===== config.mk =====
export PLATFORM = sky130hd
export DESIGN_NAME = mdio_c45_master
export DESIGN_NICKNAME = d
export VERILOG_FILES = /design/src/rtl/mdio_c45_pkg.sv /design/src/rtl/mdio_mdc_gen.sv /design/src/rtl/mdio_frame_engine.sv /design/src/rtl/mdio_csr.sv /design/src/rtl/mdio_c45_master.sv
export SDC_FILE = /design/constraint.sdc
export NUM_CORES = 1
export LEC_CHECK = 0
export ABC_AREA = 1
export BUFFER_PORTS_ARGS = -buffer_cell sky130_fd_sc_hd__buf_2
export CAP_MARGIN = 0
export CORE_UTILIZATION = 50
export DETAILED_ROUTE_END_ITERATION = 10
export HOLD_SLACK_MARGIN = 0.05
export PLACE_DENSITY = 0.7
export SYNTH_ARGS = -nofsm -noshare
export SYNTH_HDL_FRONTEND = slang
export SYNTH_SLANG_ARGS = --single-unit

===== constraint.sdc =====
create_clock -name clk -period 4.9 [get_ports clk]
set_input_delay 0.245 -clock clk [delete_from_list [all_inputs] [get_ports clk]]
set_output_delay 0.245 -clock clk [all_outputs]
set_load 0.01 [all_outputs]

===== src/rtl/mdio_c45_pkg.sv =====
package mdio_c45_pkg;

    localparam int CSR_W         = 32;
    localparam int DATA_W        = 16;
    localparam int PHYAD_W       = 5;
    localparam int DEVAD_W       = 5;
    localparam int OP_W          = 2;
    localparam int PREAMBLE_BITS = 32;
    localparam int ST_BITS       = 2;
    localparam int TA_BITS       = 2;
    localparam int HEAD_BITS     = PREAMBLE_BITS + ST_BITS + OP_W + PHYAD_W + DEVAD_W;
    localparam int FRAME_BITS    = HEAD_BITS + TA_BITS + DATA_W;
    localparam int IDX_W         = $clog2(FRAME_BITS);

    // control word bit positions (software decodes these)
    localparam int CMD_WR_POS = 31;
    localparam int CMD_RD_POS = 30;
    localparam int OP_LSB     = 26;
    localparam int PHYAD_LSB  = 21;
    localparam int DEVAD_LSB  = 16;

    // status word bit positions
    localparam int STAT_VALID_POS = 31;
    localparam int STAT_BUSY_POS  = 30;

    typedef enum logic [1:0] {
        OP_ADDR    = 2'd0,
        OP_WRITE   = 2'd1,
        OP_POSTINC = 2'd2,
        OP_READ    = 2'd3
    } mdio_op_e;

    typedef enum logic [1:0] {
        ENG_IDLE,
        ENG_HEAD,
        ENG_TURN,
        ENG_DATA
    } eng_state_e;

    typedef enum logic {
        CMD_ARMED,
        CMD_SPENT
    } arm_state_e;

    typedef struct packed {
        mdio_op_e             op;
        logic [PHYAD_W-1:0]   phyad;
        logic [DEVAD_W-1:0]   devad;
        logic [DATA_W-1:0]    data;
    } mdio_cmd_t;

    // both read-type opcodes have the upper opcode bit set
    function automatic logic op_is_read(mdio_op_e op);
        return op[1];
    endfunction

endpackage


===== src/rtl/mdio_mdc_gen.sv =====
module mdio_mdc_gen #(
    parameter int DIV = 8
) (
    input  logic clk,
    input  logic rst_n,
    input  logic run,
    output logic mdc,
    output logic rise_tick,
    output logic fall_tick
);
    localparam int HALF = DIV / 2;

    logic mdc_q;
    logic toggle;

    generate
        if (HALF <= 1) begin : g_fast
            assign toggle = run;
        end else begin : g_count
            localparam int CNT_W = $clog2(HALF);
            localparam logic [CNT_W-1:0] CNT_LAST = CNT_W'(HALF - 1);
            logic [CNT_W-1:0] cnt_q;

            always_ff @(posedge clk or negedge rst_n) begin
                if (!rst_n) begin
                    cnt_q <= '0;
                end else if (!run || cnt_q == CNT_LAST) begin
                    cnt_q <= '0;
                end else begin
                    cnt_q <= cnt_q + CNT_W'(1);
                end
            end

            assign toggle = run && (cnt_q == CNT_LAST);
        end
    endgenerate

    always_ff @(posedge clk or negedge rst_n) begin
        if (!rst_n) begin
            mdc_q <= 1'b0;
        end else if (!run) begin
            mdc_q <= 1'b0;
        end else if (toggle) begin
            mdc_q <= ~mdc_q;
        end
    end

    assign mdc       = mdc_q;
    assign rise_tick = toggle && !mdc_q;
    assign fall_tick = toggle && mdc_q;

endmodule


===== src/rtl/mdio_frame_engine.sv =====
module mdio_frame_engine
    import mdio_c45_pkg::*;
(
    input  logic              clk,
    input  logic              rst_n,
    input  logic              start,
    input  mdio_cmd_t         start_cmd,
    input  logic              rise_tick,
    input  logic              fall_tick,
    input  logic              mdio_i,
    output logic              busy,
    output logic              done,
    output logic              done_rd,
    output logic [DATA_W-1:0] rx_data,
    output logic              mdio_o,
    output logic              mdio_oe
);
    localparam logic [IDX_W-1:0] IDX_HEAD_LAST = IDX_W'(HEAD_BITS - 1);
    localparam logic [IDX_W-1:0] IDX_TURN_LAST = IDX_W'(HEAD_BITS + TA_BITS - 1);
    localparam logic [IDX_W-1:0] IDX_LAST      = IDX_W'(FRAME_BITS - 1);

    eng_state_e              state_q, state_d;
    logic [FRAME_BITS-1:0]   tx_sr;
    logic [DATA_W-1:0]       rx_sr;
    logic [IDX_W-1:0]        idx_q;
    logic                    rd_q;
    logic                    launch;
    logic [FRAME_BITS-1:0]   frame_word;

    assign launch = start && (state_q == ENG_IDLE);

    assign frame_word = {{PREAMBLE_BITS{1'b1}}, 2'b00, start_cmd.op,
                         start_cmd.phyad, start_cmd.devad, 2'b10, start_cmd.data};

    // state register
    always_ff @(posedge clk or negedge rst_n) begin
        if (!rst_n) begin
            state_q <= ENG_IDLE;
        end else begin
            state_q <= state_d;
        end
    end

    // transitions
    always_comb begin
        state_d = state_q;
        unique case (state_q)
            ENG_IDLE: if (launch)                               state_d = ENG_HEAD;
            ENG_HEAD: if (fall_tick && idx_q == IDX_HEAD_LAST)  state_d = ENG_TURN;
            ENG_TURN: if (fall_tick && idx_q == IDX_TURN_LAST)  state_d = ENG_DATA;
            ENG_DATA: if (fall_tick && idx_q == IDX_LAST)       state_d = ENG_IDLE;
        endcase
    end

    // outputs
    always_comb begin
        busy    = 1'b1;
        mdio_oe = 1'b0;
        done    = 1'b0;
        unique case (state_q)
            ENG_IDLE: busy = 1'b0;
            ENG_HEAD: mdio_oe = 1'b1;
            ENG_TURN: mdio_oe = !rd_q;
            ENG_DATA: begin
                mdio_oe = !rd_q;
                done    = fall_tick && (idx_q == IDX_LAST);
            end
        endcase
    end

    // datapath: shift out on falling MDC, sample in on rising MDC
    always_ff @(posedge clk or negedge rst_n) begin
        if (!rst_n) begin
            tx_sr <= '1;
            rx_sr <= '0;
            idx_q <= '0;
            rd_q  <= 1'b0;
        end else begin
            if (launch) begin
                tx_sr <= frame_word;
                idx_q <= '0;
                rd_q  <= op_is_read(start_cmd.op);
            end else if (busy && fall_tick) begin
                tx_sr <= {tx_sr[FRAME_BITS-2:0], 1'b1};
                idx_q <= idx_q + IDX_W'(1);
            end
            if (state_q == ENG_DATA && rd_q && rise_tick) begin
                rx_sr <= {rx_sr[DATA_W-2:0], mdio_i};
            end
        end
    end

    assign mdio_o  = tx_sr[FRAME_BITS-1];
    assign done_rd = done && rd_q;
    assign rx_data = rx_sr;

endmodule


===== src/rtl/mdio_csr.sv =====
module mdio_csr
    import mdio_c45_pkg::*;
#(
    parameter int ADDR_W = 4
) (
    input  logic              clk,
    input  logic              rst_n,
    input  logic              bus_wr,
    input  logic [ADDR_W-1:0] bus_addr,
    input  logic [CSR_W-1:0]  bus_wdata,
    output logic [CSR_W-1:0]  bus_rdata,
    input  logic              eng_busy,
    input  logic              eng_done,
    input  logic              eng_done_rd,
    input  logic [DATA_W-1:0] eng_rx,
    output logic              start,
    output mdio_cmd_t         start_cmd,
    output logic              armed,
    output logic              rd_valid
);
    localparam logic [ADDR_W-1:0] CTRL_ADDR = '0;
    localparam logic [ADDR_W-1:0] STAT_ADDR = ADDR_W'(4);

    arm_state_e         arm_q, arm_d;
    logic [CSR_W-1:0]   ctrl_q;
    logic [DATA_W-1:0]  rx_q;
    logic               valid_q;
    logic               ctrl_sel;
    logic               has_cmd;
    logic [CSR_W-1:0]   status_word;

    assign ctrl_sel = bus_wr && (bus_addr == CTRL_ADDR);
    assign has_cmd  = bus_wdata[CMD_WR_POS] || bus_wdata[CMD_RD_POS];
    assign start    = ctrl_sel && has_cmd && !eng_busy && (arm_q == CMD_ARMED);

    assign start_cmd.op    = mdio_op_e'(bus_wdata[OP_LSB +: OP_W]);
    assign start_cmd.phyad = bus_wdata[PHYAD_LSB +: PHYAD_W];
    assign start_cmd.devad = bus_wdata[DEVAD_LSB +: DEVAD_W];
    assign start_cmd.data  = bus_wdata[DATA_W-1:0];

    // arm state register
    always_ff @(posedge clk or negedge rst_n) begin
        if (!rst_n) begin
            arm_q <= CMD_ARMED;
        end else begin
            arm_q <= arm_d;
        end
    end

    // arm transitions
    always_comb begin
        arm_d = arm_q;
        unique case (arm_q)
            CMD_ARMED: if (start)                arm_d = CMD_SPENT;
            CMD_SPENT: if (ctrl_sel && !has_cmd) arm_d = CMD_ARMED;
        endcase
    end

    always_ff @(posedge clk or negedge rst_n) begin
        if (!rst_n) begin
            ctrl_q  <= '0;
            rx_q    <= '0;
            valid_q <= 1'b0;
        end else begin
            if (ctrl_sel) begin
                ctrl_q <= bus_wdata;
            end
            if (start) begin
                valid_q <= 1'b0;
            end else if (eng_done_rd) begin
                valid_q <= 1'b1;
            end
            if (eng_done && eng_done_rd) begin
                rx_q <= eng_rx;
            end
        end
    end

    always_comb begin
        status_word                 = '0;
        status_word[STAT_VALID_POS] = valid_q;
        status_word[STAT_BUSY_POS]  = eng_busy;
        status_word[DATA_W-1:0]     = rx_q;
    end

    always_comb begin
        if (bus_addr == CTRL_ADDR) begin
            bus_rdata = ctrl_q;
        end else if (bus_addr == STAT_ADDR) begin
            bus_rdata = status_word;
        end else begin
            bus_rdata = '0;
        end
    end

    assign armed    = (arm_q == CMD_ARMED);
    assign rd_valid = valid_q;

endmodule


===== src/rtl/mdio_c45_master.sv =====
module mdio_c45_master
    import mdio_c45_pkg::*;
#(
    parameter int ADDR_W = 4,
    parameter int DIV    = 8
) (
    input  logic              clk,
    input  logic              rst_n,
    input  logic              bus_wr,
    input  logic [ADDR_W-1:0] bus_addr,
    input  logic [31:0]       bus_wdata,
    output logic [31:0]       bus_rdata,
    output logic              mdc,
    output logic              mdio_o,
    output logic              mdio_oe,
    input  logic              mdio_i
);
    logic              start_w;
    mdio_cmd_t         cmd_w;
    logic              busy_w;
    logic              done_w;
    logic              done_rd_w;
    logic [DATA_W-1:0] rx_w;
    logic              armed_w;
    logic              rd_valid_w;
    logic              rise_w;
    logic              fall_w;

    mdio_csr #(
        .ADDR_W (ADDR_W)
    ) u_csr (
        .clk         (clk),
        .rst_n       (rst_n),
        .bus_wr      (bus_wr),
        .bus_addr    (bus_addr),
        .bus_wdata   (bus_wdata),
        .bus_rdata   (bus_rdata),
        .eng_busy    (busy_w),
        .eng_done    (done_w),
        .eng_done_rd (done_rd_w),
        .eng_rx      (rx_w),
        .start       (start_w),
        .start_cmd   (cmd_w),
        .armed       (armed_w),
        .rd_valid    (rd_valid_w)
    );

    mdio_mdc_gen #(
        .DIV (DIV)
    ) u_mdc (
        .clk       (clk),
        .rst_n     (rst_n),
        .run       (busy_w),
        .mdc       (mdc),
        .rise_tick (rise_w),
        .fall_tick (fall_w)
    );

    mdio_frame_engine u_eng (
        .clk       (clk),
        .rst_n     (rst_n),
        .start     (start_w),
        .start_cmd (cmd_w),
        .rise_tick (rise_w),
        .fall_tick (fall_w),
        .mdio_i    (mdio_i),
        .busy      (busy_w),
        .done      (done_w),
        .done_rd   (done_rd_w),
        .rx_data   (rx_w),
        .mdio_o    (mdio_o),
        .mdio_oe   (mdio_oe)
    );

endmodule


## Word-level counts from Yosys, hierarchy flattened

Index checks and enable logic that the tools add are counted.
W data, S select, Z words.

| storage, ports and cells | value |
|---|---|
| register bits | 142 |

| cells by class | value |
|---|---|
| add/sub/neg operators | 2 |
| equal/unequal tests | 12 |
| multiplexer cells | 22 |
| bitwise gates (word level) | 2 |
| reductions and logical operators | 29 |

Operator list:

| kind | number |
|---|---|
| $mux W64 | 2 |
| $mux W32 | 2 |
| $eq A6 B6 Y1 const B | 3 |
| $logic_and A1 B1 Y1 | 17 |
| $mux W6 | 2 |
| $mux W2 | 5 |
| $mux W1 | 8 |
| $ne A2 B1 Y1 const B | 4 |
| $pmux W2 S4 | 1 |
| $add A6 B1 Y6 const B | 1 |
| $eq A2 B2 Y1 const B | 3 |
| $reduce_bool A2 Y1 | 3 |
| $eq A4 B3 Y1 const B | 1 |
| $logic_not A4 Y1 | 1 |
| $pmux W1 S2 | 2 |
| $reduce_and A4 Y1 | 1 |
| $logic_not A1 Y1 | 3 |
| $add A2 B1 Y2 const B | 1 |
| $eq A2 B1 Y1 const B | 1 |
| $logic_not A2 Y1 | 1 |
| $logic_or A1 B1 Y1 | 2 |
| $not A1 Y1 | 2 |
| $reduce_or A2 Y1 | 1 |

## Logic depth before layout (Yosys ltp)

Gate-level depths: netlist of run 1.

| depth | value |
|---|---|
| word-level depth | 9 |
| gate-level depth with buffers | 12 |

## Modules after synthesis

Synthesis of run 1 repeated with hierarchy kept, for this count alone.

| unflattened totals | value |
|---|---|
| cell total of the unflattened synthesis | 694 |
| area, all modules | 6,463.7 um2 |

Modules (own cells, without submodules):

| module | instances | cells each | area each (um2) |
|---|---|---|---|
| mdio_frame_engine | 1 | 388 | 3,880.0 |
| mdio_csr | 1 | 290 | 2,448.6 |
| mdio_mdc_gen | 1 | 16 | 135.1 |

## Worst setup path after synthesis of run 1

OpenSTA, ideal clock, no wires.

| timing path | value |
|---|---|
| path type | register to register |
| from | register u_eng.state_q[1] |
| to | register u_eng.idx_q[3] |
| data arrival time | 1,460 ps |
| setup slack | 3,304 ps |
| cell stages (with the launch flop) | 11 |
| period minus slack after synthesis | 1,596 ps |
| cell sequence | dfrtp_1 > inv_1 > ha_1 > inv_2 > nor2_1 > nand2_2 > nor2_8 > nor2_2 > buf_2 > nand2_1 > o31ai_1 |

| between the ends | value |
|---|---|
| word-level cells in the longest chain between the ends | 6 |
| elaborated cells on any way between the ends | 10 |
| classes of those cells | mux (2); reduce/logical (8) |

RTL lines:

| item | RTL line | text |
|---|---|---|
| start: declaration | mdio_frame_engine.sv:22 | `eng_state_e state_q, state_d;` |
| start signal: assignment | mdio_frame_engine.sv:40 | `state_q <= state_d;` |
| $logic_not A2 Y1 (*) | mdio_frame_engine.sv:30, mdio_frame_engine.sv:60 |  |
| $mux W1 | mdio_frame_engine.sv:60 | `unique case (state_q)` |
| $logic_and A1 B1 Y1 | mdio_mdc_gen.sv:34 | `assign toggle = run && (cnt_q == CNT_LAST);` |
| $logic_and A1 B1 Y1 | mdio_mdc_gen.sv:50 | `assign fall_tick = toggle && mdc_q;` |
| $logic_and A1 B1 Y1 | mdio_frame_engine.sv:83 | `end else if (busy && fall_tick) begin` |
| $reduce_bool A2 Y1 (no source line) | -- |  |
| end signal: assignment | mdio_frame_engine.sv:85 | `idx_q <= idx_q + IDX_W'(1);` |
| end: declaration | mdio_frame_engine.sv:25 | `logic [IDX_W-1:0] idx_q;` |

Every way passes the cells marked *; elsewhere a longest branch is shown, timed or not.
A chain may end at the register's enable or synchronous reset.

## Worst setup path after layout of run 1

| timing path | value |
|---|---|
| from | register u_eng.state_q[0] |
| to | register u_eng.tx_sr[52] |

| between the ends | value |
|---|---|
| word-level cells in the longest chain between the ends | 6 |
| elaborated cells on any way between the ends | 10 |
| classes of those cells | mux (2); reduce/logical (8) |

RTL lines:

| item | RTL line | text |
|---|---|---|
| $logic_not A2 Y1 (*) | mdio_frame_engine.sv:30, mdio_frame_engine.sv:60 |  |
| $mux W1 | mdio_frame_engine.sv:60 |  |
| $logic_and A1 B1 Y1 | mdio_mdc_gen.sv:34 |  |
| $logic_and A1 B1 Y1 | mdio_mdc_gen.sv:50 |  |
| $logic_and A1 B1 Y1 | mdio_frame_engine.sv:83 |  |
| $reduce_bool A2 Y1 (no source line) | -- |  |
| end signal: assignment | mdio_frame_engine.sv:80 | `tx_sr <= frame_word;` |
| end signal: assignment | mdio_frame_engine.sv:84 | `tx_sr <= {tx_sr[FRAME_BITS-2:0], 1'b1};` |
| end: declaration | mdio_frame_engine.sv:23 | `logic [FRAME_BITS-1:0] tx_sr;` |

Marked as above.

==> flow_summary.ini, run 1 <==
[global_routing]
antenna_found_initial = 0
grt_max_degree = 93
grt_pass1_wl_um = 22100
grt_pass1_vias = 4626
grt_overflow_total = 0
grtUsageTotal_pct = 22.3

[logic_synthesis]
synth-seq-cells = 142
synth_nets = 725
synthCells = 678
async_reset_ff_share_pct = 100
yosysTopAreaCell = dfrtp_1
synth_edf_count = 0
synth_cell_types = 33
synth_top_area_share_pct = 31.5
ys.flop_type = dfrtp_1
syn-cell-area_um2 = 6190
yosysSeqAreaShare_pct = 58.7
ys.warnings.count = 0
synthTopCellsByCount = nand2_1, inv_1, dfrtp_1
synth_most_common_cell = nand2_1
avgSynthCellArea_um2 = 9.14
synthTopCellsByArea = dfrtp_1, dfstp_2, nand2_1, inv_1, o21ai_0

[final_layout]
regArea_um2 = 3630
instances_no_fill = 934
drive_above_1_share_pct = 24.4
fillers = 1016
multi_input_area_um2 = 2040
num_antenna_cells = 0
area_delta_synth_final_pct = 18.6
layout.nets = 800
final_cell_area_um2 = 7350

[route]
wire_per_inst_um = 13.8
vias = 4759
top_layer = met4
wirelength_um = 12900
wl_met1_um = 6020
drc_errors = 0
drt_pass1_iterations = 5
via_per_inst = 5.10
met3WireLength_um = 573
drt_iter0_markers = 328
ant_nets = 0
met2WireLength_um = 6050

[timing]
worst_slew_pin_slew_ns = 1.04
clock_skew_ns = 0.00559
maxSlewHeadroom_pct = 30.8
rsz0062_at_grt = no
layout_setup_ws_ns = 1.99
fmax_mhz = 344
setup_violations = 0
fin_tns_setup_ns = 0
min_period_ns = 2.91
hold_violations = 0
slew_violations = 0
fin_crit_sh_pct = 59.3

[clock_network]
cts_tree = built
clkTransAtPathRegs_ns = 0.06
clockRootBuffer = clkbuf_16
insertion_delay_ns = 0.42
cts.path.max_buffers = 2
clock_sinks = 142
h-tree-depth = 4
post_cts_resized = 0
cts_setup_buffers = 0
cts_buffers = 17

[worst_setup_path]
critical_path_arrival_ns = 3.22
path_max_fanout = 32
start_kind = register
required_ns = 5.22
end_kind = register
critPathKind = reg -> reg

[power]
p_sw_w = 0.000568
intPower_w = 0.00204
clock_power_share_pct = 46.1
p_seq_share_pct = 48.0
powerDensity_nw_per_um2 = 356
ir_drop_mv = 0.233
share_comb_of_total_power_pct = 5.8
swShare_pct = 21.7
leakage_nw = 3.55

[flow_run]
maxCapViolCount = 0

[placement]
placed_cell_area_um2 = 6630
gp_congestion = 0.841
io_buffers = 74
dp.cells = 887
place_worst_setup_slack_ns = 2.01
dp_hpwl_um = 8120

[die]
core-area_um2 = 12100
die-area_um2 = 12800
die_h_um = 113
row_count = 40
die_x_um = 113
start_util_pct = 51.4
num_io_pins = 75

[outcome]
status = finished, final reports clean

[hold_path]
hp-class = in -> reg
## placed cells by master, fill, tap and decap left out, drive strengths merged
| master | Yosys | layout |
|---|---|---|
| or2 | 2 | 2 |
| nand2 | 179 | 179 |
| nor2 | 38 | 38 |
| o21ai | 78 | 78 |
| clkbuf | 12 | 28 |
| dfstp | 64 | 64 |
| o31ai | 1 | 1 |
| dlygate4sd3 | 0 | 15 |
| a21oi | 16 | 16 |
| a22oi | 26 | 26 |
| o211ai | 10 | 10 |
| mux2i | 1 | 1 |
| o21bai | 3 | 3 |
| nand4 | 1 | 1 |
| o22ai | 20 | 20 |
| dfrtp | 78 | 78 |
| ha | 7 | 7 |
| buf | 24 | 77 |
| clkinv | 0 | 4 |
| nand3b | 1 | 1 |
| xor2 | 3 | 3 |
| nand3 | 22 | 22 |
| a21boi | 1 | 1 |
| inv | 91 | 91 |
## sequential cells by signal, indices dropped and copies added, names as in the netlist
register	count
u_csr.arm_q	1
u_csr.ctrl_q	32
u_csr.rd_valid	1
u_csr.rx_q	16
u_eng.idx_q	6
u_eng.rd_q	1
u_eng.rx_data	16
u_eng.state_q	2
u_eng.tx_sr	64
u_mdc.g_count.cnt_q	2
u_mdc.mdc	1
## metrics by stage
step | utilization (%) | total power (W) | hold slack, ns
final | 60.9 | 0.00261 | 0.0694
after floorplan | - | 0.00134 | -0.0506
after global placement | 54.9 | 0.00141 | 0.368
after global routing | 60.9 | 0.00271 | 0.0664
after detailed placement | 54.9 | 0.00142 | 0.374
after CTS | 60.9 | 0.00265 | 0.0502
## cell type report
type                            instances  share of cell area (%)
Inverter                               91                    4.65
Clock inverter                          4                   0.324
Multi-Input combinational cell        409                    27.8
Sequential cell                       142                    49.5
Timing Repair Buffer                   92                    7.48
Tap cell                              168                    2.86
Clock buffer                           28                    7.44
## cell families after synthesis
kind of cell | synth area share [%]
compound gates | 14.6
xor+xnor | 0.424
fa+ha+maj | 1.41
buf+inv | 8.40
flops | 58.7
mux | 0.162
simple gates | 16.4
## power groups by stage
stage	logic, W	clock network (W)	registers, W
2_1_floorplan	0.0000717	0	0.00127
3_3_place_gp	0.000137	0	0.00127
3_5_place_dp	0.000144	0	0.00127
4_1_cts	0.000155	0.00123	0.00126
5_1_grt	0.000177	0.00127	0.00126
6_report	0.000152	0.00121	0.00126
## critical path, cell delays in order, from the launching register on
cell and delay (ns):
dfrtp_1 0.41, inv_1 0.13, ha_1 0.24, inv_2 0.08
nand3_2 0.47, inv_2 0.40, nor2_2 0.48, buf_4 0.39
nand2_1 0.09, o211ai_1 0.11
## repair_timing
action / 4_1_cts / 5_1_grt
endpoints found under the hold margin: 84 / 0
endpoints found under the setup margin: 0 / 0
hold buffers: 15 / 0
## routing by layer
layer,vias to the layer above,global-route usage (%)
met1,2293,29.6
met5,-,0
met2,123,35.4
met3,17,5.57
li1,2326,-
met4,0,9.04
## final timing paths
kind | from | slack, ns | depth (start not counted) | to
min reg2reg | u_mdc.g_count.cnt_q[0]$_DFF_PN0_ | 0.44 | 1 | u_mdc.g_count.cnt_q[0]$_DFF_PN0_
min in group asynchronous | rst_n | 0.46 | 2 | u_csr.ctrl_q[16]$_DFFE_PN0N_
min | bus_wdata[11] | 0.07 | 3 | u_csr.ctrl_q[11]$_DFFE_PN0N_
max reg2reg | u_eng.state_q[0]$_DFFE_PN0P_ | 1.99 | 9 | u_eng.tx_sr[52]$_DFFE_PN1P_
max in group asynchronous | rst_n | 3.28 | 3 | u_eng.state_q[1]$_DFFE_PN0P_
max | u_eng.state_q[0]$_DFFE_PN0P_ | 1.99 | 9 | u_eng.tx_sr[52]$_DFFE_PN1P_
No activity file was read; power rests on OpenSTA's default activity.
==> run 2, diff against run 1 <==
ABC_AREA = 0   (was 1)
clock period = 2.8 ns   (was 4.9 ns; I/O delays follow)
==> run 2 against run 1 <==
  * Non-clock buffer count grew 26
  * Sequential share of layout area shrank 2.0 points
  * Register-to-register slack lost 1.7 ns
  * Final cell count shrank 12%
  * Utilization grew 2.9 points
==> flow_summary.ini, run 2 <==
[outcome]
status = finished, final reports clean

[logic_synthesis]
ys.flop_type = dfrtp_1
synthCells = 560
synth_nets = 607
avgSynthCellArea_um2 = 11.0
syn-cell-area_um2 = 6140
synthTopCellsByCount = nand2_1, dfrtp_1, mux2_2
synth_cell_types = 36
synthTopCellsByArea = dfrtp_1, dfstp_2, mux2_2, nand2_1, nand3_1
synth_top_area_share_pct = 31.8
synth-seq-cells = 142
yosysSeqAreaShare_pct = 59.2
ys.warnings.count = 0
synth_most_common_cell = nand2_1
synth_edf_count = 0
yosysTopAreaCell = dfrtp_1
async_reset_ff_share_pct = 100

[final_layout]
instances_no_fill = 820
layout.nets = 707
top_regs = u_eng.tx_sr x64, u_csr.ctrl_q x32
final_cell_area_um2 = 7660
layout_common_cells = nand2_1, dfrtp_1, buf_2, mux2_2, dfstp_2
drive_above_1_share_pct = 37.3
largest_reg_flops = 64
layout.cells.most_common = nand2_1
num_antenna_cells = 0
area_delta_synth_final_pct = 24.7
largest-register = u_eng.tx_sr

[power]
powerDensity_nw_per_um2 = 913
leakage_nw = 3.71
ir_drop_mv = 0.505

[worst_setup_path]
required_ns = 3.10
critPathKind = reg -> reg
end_kind = register
start_kind = register
path_max_fanout = 86
critical_path_arrival_ns = 2.79
reg2reg_setup_slack_ns = 0.31

[route]
via_per_inst = 5.43
wire_per_inst_um = 15.6
wirelength_um = 12800
drt_iter0_markers = 257
vias = 4452
ant_nets = 0
drt_pass1_iterations = 5
drc_errors = 0

[placement]
gp_congestion = 0.793
dp.cells = 754
dp_hpwl_um = 7410
io_buffers = 74
placed_cell_area_um2 = 6670

[die]
die-area_um2 = 12700
start_util_pct = 51.1
row_count = 40
num_io_pins = 75
core-area_um2 = 12000
die_x_um = 113
die_h_um = 113

[global_routing]
grt_pass1_wl_um = 21300
grt_pass1_vias = 4287
grtUsageTotal_pct = 21.6
antenna_found_initial = 0
grt_max_degree = 91
grt_overflow_total = 0

[clock_network]
insertion_delay_ns = 0.42
cts-hold-fix-buffers = 34
h-tree-depth = 4
clockRootBuffer = clkbuf_16
post_cts_resized = 0
clock_sinks = 142
clkTransAtPathRegs_ns = 0.06
cts_buffers = 17
cts_setup_buffers = 0
cts.path.max_buffers = 2
cts_tree = built

[timing]
hold_violations = 0
worst_slew_pin_slew_ns = 0.797
min_period_ns = 2.49
rsz0062_at_grt = no
maxSlewHeadroom_pct = 46.8
setup_violations = 0
slew_violations = 0
fin_crit_sh_pct = 88.8
fmax_mhz = 402
fin_tns_setup_ns = 0
clock_skew_ns = 0.00793

[hold_path]
hp-class = in -> reg

[flow_run]
maxCapViolCount = 0
[run 2: cell count changes in the layout (fill, tap and decap cells not counted), moves of 17 or more]
cell / delta
a22oi_1: -25
a31oi_1: +25
dlygate4sd3_1: +19
inv_1: -77
mux2_2: +65
nand2_1: -46
nand3_1: +17
o21ai_0: -59
o22ai_1: -20
[run 2: worst paths after layout]
| kind | start | end | cells after the start |
|---|---|---|---|
| worst min-delay path | bus_wr | u_eng.tx_sr[0]$_DFFE_PN1P_ | 6 |
| min in group asynchronous | rst_n | u_mdc.mdc$_DFFE_PN0P_ | 2 |
| worst max-delay path | u_eng.state_q[0]$_DFFE_PN0P_ | u_eng.tx_sr[14]$_DFFE_PN1P_ | 7 |
| max in group asynchronous | rst_n | u_eng.tx_sr[9]$_DFFE_PN1P_ | 3 |
| worst max register to register | u_eng.state_q[0]$_DFFE_PN0P_ | u_eng.tx_sr[14]$_DFFE_PN1P_ | 7 |
| worst min register to register | u_mdc.g_count.cnt_q[0]$_DFF_PN0_ | u_mdc.g_count.cnt_q[0]$_DFF_PN0_ | 1 |
[run 2: area by class of cell]
cell class,count,area (um^2)
Clock buffer,18,439
Clock inverter,14,213
Fill cell,927,4350
Inverter,9,33.8
Multi-Input combinational cell,372,2340
Sequential cell,142,3630
Tap cell,147,184
Timing Repair Buffer,118,817
[run 2: logic make-up after synthesis]
| logic type | share of synthesized area [%] |
|---|---|
| AND/OR/NAND/NOR | 16.6 |
| AO/OA/AOI/OAI | 6.48 |
| multiplexers | 12.4 |
| XOR/XNOR | 0.856 |
| buffers and inverters | 3.12 |
| flip-flops | 59.2 |
| adder cells (fa/ha/maj) | 1.43 |
[run 2: worst max-delay path, cell delays in order (launching register included)]
cell and delay [ns]:
dfrtp_1 0.40, inv_1 0.14, ha_1 0.33, inv_1 0.14, or4_2 0.68, buf_4 0.36, nor2_1 0.20, a31oi_1 0.06
[run 2: stage by stage]
step / setup WS, ns / power (W) / utilization [%] / hold WS (ns)
floorplan: 0.588 / 0.00412 / - / -0.156
global placement: 0.468 / 0.00439 / 55.5 / 0.258
detailed placement: 0.360 / 0.00449 / 55.5 / 0.257
CTS: 0.331 / 0.00705 / 63.8 / 0.271
global route: 0.128 / 0.00736 / 63.8 / 0.326
finish: 0.314 / 0.00700 / 63.8 / 0.283
[run 2: report_power, final]
group / internal (W) / switching (W) / leakage (nW)
Combinational: 0.000581 / 0.000605 / 1.69
Clock: 0.00160 / 0.000874 / 0.320
Sequential: 0.00297 / 0.000356 / 1.69
[run 2: metal layers]
metal  track usage [%]  vias up  part of all wire [%]
li1                  -     2107                     -
met3              4.18       15                   3.7
met5                 0        -                     0
met1              29.6     2218                    46
met2              33.9      112                    49
met4              9.33        0                   1.4
==> run 3, diff against run 2 <==
HOLD_SLACK_MARGIN = 0.08   (was 0.05)
clock period = 2.9 ns   (was 2.8 ns; I/O delays follow)
==> run 3 against run 2 <==
  * Fmax shrank 1.4%
  * Utilization is 0.79 points lower
  * Power decreased by 7.9%
  * Count of clock-buffer cells in the layout grew 6
  * Sequential share of layout area is 0.60 points higher
  * Sequential power fell by 4%
  * Register-to-register slack better by 0.06 ns
  * Via count is 0.20% higher
  * Final area down 1.2%
  * Critical path depth did not move
  * Setup slack improved by 0.063 ns
  * Largest cell class unchanged
  * Largest power group unchanged
==> flow_summary.ini, run 3 (synthesis gave the netlist of run 2 again) <==
[timing]
hold_violations = 0
clock_skew_ns = 0.00483
fmax_mhz = 396
min_period_ns = 2.52
fin_crit_sh_pct = 87.0
worst_slew_pin_slew_ns = 0.829
maxSlewHeadroom_pct = 44.7
rsz0062_at_grt = no
slew_violations = 0
setup_violations = 0
fin_tns_setup_ns = 0

[placement]
placed_cell_area_um2 = 6660
io_buffers = 74
dp_hpwl_um = 7510
gp_congestion = 0.772
dp.cells = 755

[global_routing]
grt_busiest_layer = met2
use_met3_pct = 4.12
grt_pass1_wl_um = 21400
grt_max_degree = 87
grtUsageTotal_pct = 21.4
grt_pass1_vias = 4476
use_met2_pct = 34.3
grt_overflow_total = 0
antenna_found_initial = 0
met1_usage_pct = 28.2

[final_layout]
num_antenna_cells = 0
drive_above_1_share_pct = 36.6
final_cell_area_um2 = 7560
area_delta_synth_final_pct = 23.1
largest-register = u_eng.tx_sr
layout.cells.most_common = nand2_1
fillers = 974
utilization_pct = 63.0
largest_reg_flops = 64
instances_no_fill = 821
layout.nets = 708
layout_common_cells = nand2_1, dfrtp_1, buf_2, mux2_2, dfstp_2
top_regs = u_eng.tx_sr x64, u_csr.ctrl_q x32

[worst_setup_path]
reg2reg_setup_slack_ns = 0.38
critical_path_arrival_ns = 2.83
r2r_start = u_eng.state_q[0]$_DFFE_PN0P_
critPathKind = reg -> reg
critPathCapture = u_eng.tx_sr[11]$_DFFE_PN1P_
reg2reg_depth = 7
end_kind = register
required_ns = 3.21
reg2reg_to = u_eng.tx_sr[11]$_DFFE_PN1P_
cp-startpoint = u_eng.state_q[0]$_DFFE_PN0P_
start_kind = register
path_max_fanout = 86

[clock_network]
clock_sinks = 142
insertion_delay_ns = 0.42
cts.path.max_buffers = 2
cts_buffers = 17
post_cts_resized = 0
cts-hold-fix-buffers = 34
cts_setup_buffers = 0
clkTransAtPathRegs_ns = 0.06
h-tree-depth = 4
clockRootBuffer = clkbuf_16
cts_tree = built

[power]
leakage_nw = 3.67
ir_drop_mv = 0.498
powerDensity_nw_per_um2 = 851
power.total_w = 0.00644

[route]
drt_iter0_markers = 191
vias = 4461
drt_pass1_iterations = 4
wirelength_um = 12600
ant_nets = 0
drc_errors = 0
via_per_inst = 5.43
wire_per_inst_um = 15.4

[hold_path]
hp-class = in -> async

[flow_run]
maxCapViolCount = 0

[die]
num_io_pins = 75
row_count = 40
die_h_um = 113
die_x_um = 113
core-area_um2 = 12000
die-area_um2 = 12700
start_util_pct = 51.1

[outcome]
status = finished, final reports clean
run 3: cell types whose count changed in the layout (fill, tap and decap cells not counted), sizes merged:
cell,delta
clkinvlp,-1
bufinv,-3
buf,+1
inv,-2
clkbuf,+6
run 3: layout make-up:
cell class | instances | area [um^2] | share of cell area [%]
Clock inverter | 8 | 90.1 | 1.19
Timing Repair Buffer | 119 | 812 | 10.7
Clock buffer | 24 | 472 | 6.24
Inverter | 9 | 33.8 | 0.447
Multi-Input combinational cell | 372 | 2340 | 30.9
Sequential cell | 142 | 3630 | 48.0
Tap cell | 147 | 184 | 2.43
run 3: how the worst min path moves through the flow:
stage / startpoint / to / slack, ns / cells after the start
6_report: rst_n / u_mdc.g_count.cnt_q[0]$_DFF_PN0_ / 0.30 / 2
5_1_grt: bus_wr / u_eng.tx_sr[0]$_DFFE_PN1P_ / 0.36 / 6
4_1_cts: bus_wr / u_eng.tx_sr[0]$_DFFE_PN1P_ / 0.29 / 6
3_5_place_dp: rst_n / u_mdc.g_count.cnt_q[0]$_DFF_PN0_ / 0.22 / 1
3_3_place_gp: rst_n / u_mdc.mdc$_DFFE_PN0P_ / 0.21 / 1
2_1_floorplan: rst_n / u_csr.arm_q$_DFF_PN0_ / -0.15 / 0
run 3: metal layers:
layer | vias up | share of wire, %
li1 | 2110 | -
met1 | 2241 | 46
met2 | 85 | 49
met3 | 25 | 3.4
met4 | 0 | 2.1
met5 | - | 0
run 3: power breakdown:
part / internal, W / switching [W] / total [W]
Combinational: 0.000563 / 0.000590 / 0.00115
Clock: 0.00130 / 0.000783 / 0.00208
Sequential: 0.00287 / 0.000331 / 0.00320
Total: 0.00474 / 0.00170 / 0.00644
run 3: critical path: stages, from the launching register on:
cell and delay [ns]:
dfrtp_1 0.40, inv_1 0.13, ha_1 0.34, inv_1 0.14, or4_2 0.68, buf_4 0.38
nor2_1 0.24, a31oi_1 0.06
run 3: stage by stage:
| step | hold WS (ns) | setup slack (ns) |
|---|---|---|
| 6_report | 0.304 | 0.377 |
| 4_1_cts | 0.293 | 0.400 |
| 5_1_grt | 0.356 | 0.220 |
| 2_1_floorplan | -0.151 | 0.688 |
| 3_3_place_gp | 0.207 | 0.571 |
| 3_5_place_dp | 0.218 | 0.432 |
